--- config.mk ---
export PLATFORM = sky130hd
export DESIGN_NAME = fprm_flag_ctrl
export DESIGN_NICKNAME = d
export VERILOG_FILES = /design/src/rtl/fpctl_pkg.sv /design/src/rtl/fpctl_rm_decode.sv /design/src/rtl/fpctl_csr_field.sv /design/src/rtl/fpctl_seq.sv /design/src/rtl/fprm_flag_ctrl.sv
export SDC_FILE = /design/constraint.sdc
export NUM_CORES = 1
export LEC_CHECK = 0
export ABC_AREA = 1
export BUFFER_PORTS_ARGS = -buffer_cell sky130_fd_sc_hd__buf_4
export CORE_UTILIZATION = 40
export DETAILED_ROUTE_END_ITERATION = 6
export MAX_ROUTING_LAYER = met4
export PLACE_DENSITY = 0.73
export SLEW_MARGIN = 10
export SYNTH_ARGS = -nofsm -noshare
export SYNTH_HDL_FRONTEND = slang
export SYNTH_HIERARCHICAL = 1
export SYNTH_SLANG_ARGS = --single-unit
--- constraint.sdc ---
create_clock -name clk -period 1.3 [get_ports clk]
set_clock_uncertainty 0.2 [all_clocks]
set_input_delay 0.26 -clock clk [delete_from_list [all_inputs] [get_ports clk]]
set_output_delay 0.26 -clock clk [all_outputs]
set_load 0.01 [all_outputs]
--- src/rtl/fpctl_pkg.sv ---
package fpctl_pkg;

    localparam int RM_W   = 3;
    localparam int FLAG_W = 5;

    // Rounding codes; 5 and 6 are reserved, 7 selects the dynamic register
    typedef enum logic [2:0] {
        RM_NEAR_EVEN = 3'd0,
        RM_TO_ZERO   = 3'd1,
        RM_DOWN      = 3'd2,
        RM_UP        = 3'd3,
        RM_NEAR_MAX  = 3'd4,
        RM_RSVD5     = 3'd5,
        RM_RSVD6     = 3'd6,
        RM_DYNAMIC   = 3'd7
    } rm_code_e;

    // Flag bit positions
    localparam int FLG_INEXACT   = 0;
    localparam int FLG_UNDERFLOW = 1;
    localparam int FLG_OVERFLOW  = 2;
    localparam int FLG_DIVZERO   = 3;
    localparam int FLG_INVALID   = 4;

    typedef enum logic {
        S_IDLE = 1'b0,
        S_BUSY = 1'b1
    } seq_state_e;

    function automatic logic rm_is_direct(input logic [RM_W-1:0] code);
        return (code <= RM_W'(RM_NEAR_MAX));
    endfunction

endpackage

--- src/rtl/fpctl_rm_decode.sv ---
module fpctl_rm_decode
    import fpctl_pkg::*;
#(
    parameter int W = RM_W
) (
    input  logic [W-1:0] field_i,
    input  logic [W-1:0] frm_i,
    output logic [W-1:0] mode_o,
    output logic         illegal_o
);

    logic         use_dyn;
    logic [W-1:0] src;

    always_comb begin
        use_dyn   = (field_i == W'(RM_DYNAMIC));
        src       = use_dyn ? frm_i : field_i;
        illegal_o = !rm_is_direct(src);
        mode_o    = illegal_o ? W'(RM_NEAR_EVEN) : src;
    end

endmodule

--- src/rtl/fpctl_csr_field.sv ---
module fpctl_csr_field #(
    parameter int W = 5
) (
    input  logic         clk,
    input  logic         rst_n,
    input  logic         we_i,
    input  logic [W-1:0] wdata_i,
    input  logic         merge_en_i,
    input  logic [W-1:0] merge_i,
    output logic [W-1:0] q_o
);

    logic [W-1:0] q;

    // One cell per bit: write wins, otherwise OR-accumulate
    for (genvar i = 0; i < W; i++) begin : g_bit
        always_ff @(posedge clk) begin
            if (!rst_n)
                q[i] <= 1'b0;
            else if (we_i)
                q[i] <= wdata_i[i];
            else if (merge_en_i && merge_i[i])
                q[i] <= 1'b1;
        end
    end

    assign q_o = q;

    // a write lands exactly, regardless of a same-cycle merge
    p_write_wins_r9: assert property (@(posedge clk) disable iff (!rst_n)
        we_i |=> (q_o == $past(wdata_i)));

    // without a write, no bit ever falls
    p_sticky_r7: assert property (@(posedge clk) disable iff (!rst_n)
        !we_i |=> ((q_o & $past(q_o)) == $past(q_o)));

endmodule

--- src/rtl/fpctl_seq.sv ---
module fpctl_seq
    import fpctl_pkg::*;
#(
    parameter int W = RM_W
) (
    input  logic         clk,
    input  logic         rst_n,
    input  logic         issue_valid_i,
    input  logic [W-1:0] dec_mode_i,
    input  logic         dec_illegal_i,
    input  logic         dp_done_i,
    output logic [W-1:0] rm_o,
    output logic         fault_o,
    output logic         wb_en_o
);

    seq_state_e   st_q, st_d;
    logic [W-1:0] mode_q;
    logic         accept;

    // State register and captured mode
    always_ff @(posedge clk) begin
        if (!rst_n) begin
            st_q   <= S_IDLE;
            mode_q <= '0;
        end else begin
            st_q <= st_d;
            if (accept)
                mode_q <= dec_mode_i;
        end
    end

    // Next state
    always_comb begin
        st_d = st_q;
        unique case (st_q)
            S_IDLE: if (issue_valid_i && !dec_illegal_i) st_d = S_BUSY;
            S_BUSY: if (dp_done_i)                       st_d = S_IDLE;
            default:                                     st_d = S_IDLE;
        endcase
    end

    // Outputs
    always_comb begin
        accept  = 1'b0;
        fault_o = 1'b0;
        wb_en_o = 1'b0;
        rm_o    = dec_mode_i;
        unique case (st_q)
            S_IDLE: begin
                accept  = issue_valid_i && !dec_illegal_i;
                fault_o = issue_valid_i &&  dec_illegal_i;
            end
            S_BUSY: begin
                rm_o    = mode_q;
                wb_en_o = dp_done_i;
            end
            default: ;
        endcase
    end

    // a reserved issue in IDLE faults and never writes back
    p_reserved_faults_r5: assert property (@(posedge clk) disable iff (!rst_n)
        (st_q == S_IDLE && issue_valid_i && dec_illegal_i) |-> (fault_o && !wb_en_o));

    // no fault is raised while an operation is in flight
    p_fault_only_idle_r10: assert property (@(posedge clk) disable iff (!rst_n)
        fault_o |-> (st_q == S_IDLE));

    // the writeback enable is a single-cycle pulse
    p_wb_pulse_r6: assert property (@(posedge clk) disable iff (!rst_n)
        wb_en_o |=> !wb_en_o);

    // mode is held while waiting for done
    p_mode_held_r3: assert property (@(posedge clk) disable iff (!rst_n)
        (st_q == S_BUSY && !dp_done_i) |=> $stable(rm_o));

endmodule

--- src/rtl/fprm_flag_ctrl.sv ---
module fprm_flag_ctrl
    import fpctl_pkg::*;
#(
    parameter int MODE_W = RM_W,
    parameter int FLG_W  = FLAG_W
) (
    input  logic              clk,
    input  logic              rst_n,
    input  logic              issue_valid_i,
    input  logic [MODE_W-1:0] insn_rm_i,
    input  logic [FLG_W-1:0]  dp_flags_i,
    input  logic              dp_done_i,
    input  logic              frm_we_i,
    input  logic [MODE_W-1:0] frm_wdata_i,
    input  logic              fflags_we_i,
    input  logic [FLG_W-1:0]  fflags_wdata_i,
    output logic [MODE_W-1:0] rm_o,
    output logic              fault_o,
    output logic              wb_en_o,
    output logic [MODE_W-1:0] frm_o,
    output logic [FLG_W-1:0]  fflags_o
);

    logic [MODE_W-1:0] dec_mode;
    logic              dec_illegal;

    fpctl_csr_field #(.W(MODE_W)) u_frm (
        .clk        (clk),
        .rst_n      (rst_n),
        .we_i       (frm_we_i),
        .wdata_i    (frm_wdata_i),
        .merge_en_i (1'b0),
        .merge_i    ('0),
        .q_o        (frm_o)
    );

    fpctl_rm_decode #(.W(MODE_W)) u_dec (
        .field_i   (insn_rm_i),
        .frm_i     (frm_o),
        .mode_o    (dec_mode),
        .illegal_o (dec_illegal)
    );

    fpctl_seq #(.W(MODE_W)) u_seq (
        .clk           (clk),
        .rst_n         (rst_n),
        .issue_valid_i (issue_valid_i),
        .dec_mode_i    (dec_mode),
        .dec_illegal_i (dec_illegal),
        .dp_done_i     (dp_done_i),
        .rm_o          (rm_o),
        .fault_o       (fault_o),
        .wb_en_o       (wb_en_o)
    );

    fpctl_csr_field #(.W(FLG_W)) u_fflags (
        .clk        (clk),
        .rst_n      (rst_n),
        .we_i       (fflags_we_i),
        .wdata_i    (fflags_wdata_i),
        .merge_en_i (wb_en_o),
        .merge_i    (dp_flags_i),
        .q_o        (fflags_o)
    );

    // a faulting cycle leaves the flags alone
    p_fault_keeps_flags_r8: assert property (@(posedge clk) disable iff (!rst_n)
        (fault_o && !fflags_we_i) |=> (fflags_o == $past(fflags_o)));

    // without writeback or write, flags hold
    p_idle_done_ignored_r11: assert property (@(posedge clk) disable iff (!rst_n)
        (!wb_en_o && !fflags_we_i) |=> $stable(fflags_o));

endmodule

==> impl_metrics.tcl <==
set metrics [dict create \
    setup.worst_path.end_class "output port" \
    hold_viol_final 0 \
    pin_count 35 \
    synth_area_um2 733 \
    rrSetupSlack_ns -0.04 \
    numCtsBuffers 3 \
    dp_hpwl_mm 1.18 \
    die_h_um 44.8 \
    synthMuxAreaShare_pct 0 \
    n_fill_cell 161 \
    grt_use_total_pct 19.9 \
    fin_nets 193 \
    place_ws_ns -0.166 \
    fmax_mhz 568 \
    min_period_ns 1.76 \
    antenna_found_initial 0 \
    synth-seq-cells 12 \
    r2r_end "u_seq/mode_q[0]$_SDFFE_PN0P_" \
    drtIter0Drc 6 \
    maxCapViolCount 0 \
    clk_root_buffer_cell "clkbuf_4" \
    initial_core_util_pct 42.5 \
    cp_max_fo 3 \
    reg2reg_depth 8 \
    area_growth_pct 64.7 \
    grt_pass1_wl_mm 2.72 \
    path_class "reg2out" \
    powerDensity_nw_per_um2 879 \
    required_ns 0.84 \
    layout_common_cells "nand2_1 (40), buf_4 (36), inv_1 (19)" \
    drc 0 \
    postRouteAntennaNets 0 \
    critPathLaunchType "flip-flop" \
    violations "setup timing" \
    fin_util_pct 69.9 \
    vias_per_cell 4.12 \
    grt_pass1_vias 674 \
    ys_types 17 \
    finalPower_mw 1.06 \
    rsz0062_at_grt "true" \
    power.leakage_nw 0.670 \
    cts_sinks 12 \
    insertion_delay_ns 0.28 \
    ys_warn_count 6 \
    synth_compound_area_share_pct 5.46 \
    antennaDiodeCount 0 \
    grt_max_degree 13 \
    totalWireLength_mm 1.82 \
    layout_commonest_cell "nand2_1" \
    hold_class "in2reg" \
    cts_tree "done" \
    whs_path_depth 5 \
    design_area_um2 1210 \
    portBuffers 34 \
    synth_top_family_by_area "simple AND/OR/NAND/NOR gates" \
    hold_start "dp_flags_i[0]" \
    dieWidth_um 44.8 \
    ys_seq_area_share_pct 32.8 \
    rows 15 \
    htreeDepth 1 \
    avgRoutedWirePerCell_um 9.34 \
    path_clk_slew_ns 0.08 \
    finalCritPeriodShare_pct 135 \
    drv_slew 0 \
    place.gp.congestion 0.812 \
    dieArea_um2 2010 \
    dr.pass1.iters 4 \
    synthAdderAreaFrac_pct 0 \
    min_to "u_fflags/q_o[0]$_SDFFE_PN0P_" \
    via_count 804 \
    setup_viol 10 \
    drive_gt1_share_pct 50.6 \
    vdd_ir_drop_max_mv 0.667 \
    coreArea_um2 1730 \
    avgSynthCellArea_um2 6.06 \
    synth-xor-area-share_pct 0 \
    finalWorstSetupSlack_ns -0.461 \
    cts.path.max_buffers 2 \
    synth_simple_gate_area_share_pct 47.4 \
    placed_area_um2 1080 \
    netlist_instances 121 \
    r2r-start "u_frm/q_o[2]$_SDFFE_PN0P_" \
    cp.arrival_ns 1.30 \
    run_status "complete, but fails checks" \
    grt-ovfl-total 0 \
]
[power by group]
part           internal (mW)  switching [mW]  total (mW)
combinational          0.168           0.170       0.338
sequential             0.399          0.0186       0.418
clock                  0.170           0.135       0.306
total                  0.738           0.324        1.06
[state kept, by name, indices dropped and copies added (netlist names)]
name	count
u_frm/q_o	3
u_seq/mode_q	3
u_fflags/q_o	5
u_seq/st_q	1
[worst max-delay path: stages (launching register included)]
cell and delay, ns:
dfxtp_2 0.33, nand3b_1 0.16, nand2_2 0.13, inv_4 0.06, nor2_4 0.10, nand2_2 0.06, o21ai_2 0.06, buf_4 0.13
[stage by stage]
step,hold slack (ns),instances,setup TNS [ns]
detailed placement,0.335,188,-0.897
finish,0.0755,195,-1.97
global placement,0.326,188,-0.810
global route,0.0649,195,-2.69
floorplan,0.180,126,-0.0836
CTS,0.0554,194,-1.91
[routing by layer]
layer / track usage [%] / up-vias / routed length [µm]
met2: 32.9 / 17 / 955
li1: - / 440 / -
met1: 21.1 / 343 / 770
met3: 7.60 / 4 / 67
met5: - / - / 0
met4: 8.48 / 0 / 28
[kinds of logic after synthesis]
logic type	count (synthesis)
and+or+nand+nor	77
buffers and inverters	25
DFF	12
AOI/OAI and AO/OA	6
other	1
[synthesized netlist by cell type, drive strengths merged]
cell	instances	area [µm²]
nand2	47	179
nor2	26	133
nand3	2	22.5
o21ai	4	23.8
buf	1	11.3
inv	24	90.1
or2	1	6.26
conb	1	3.75
dfxtp	12	240
a21oi	1	5.00
a21boi	1	11.3
nand3b	1	7.51
[worst max-delay path by stage]
stage	start	slack, ns	endpoint
finish	u_frm/q_o[2]$_SDFFE_PN0P_	-0.46	rm_o[0]
global route	u_frm/q_o[1]$_SDFFE_PN0P_	-0.53	rm_o[2]
CTS	u_frm/q_o[2]$_SDFFE_PN0P_	-0.47	rm_o[0]
detailed placement	insn_rm_i[2]	-0.17	rm_o[2]
global placement	u_frm/q_o[2]$_SDFFE_PN0P_	-0.16	rm_o[0]
floorplan	u_frm/q_o[2]$_SDFFE_PN0P_	-0.03	rm_o[0]
[cell type report]
type / instances / area (µm²) / share of cell area, %
Timing Repair Buffer: 41 / 327 / 27.0
Sequential cell: 12 / 245 / 20.3
Tap cell: 25 / 31.3 / 2.59
Inverter: 24 / 92.6 / 7.67
Multi-Input combinational cell: 89 / 475 / 39.4
Clock buffer: 4 / 36.3 / 3.01
[what timing repair did]
item                       CTS  global route
hold buffers                 0             0
gates resized for setup     15             8
pin swaps                    5             4
buffers inserted             2             1
setup endpoints to repair   11            12
No activity file was read; power rests on OpenSTA's default activity.
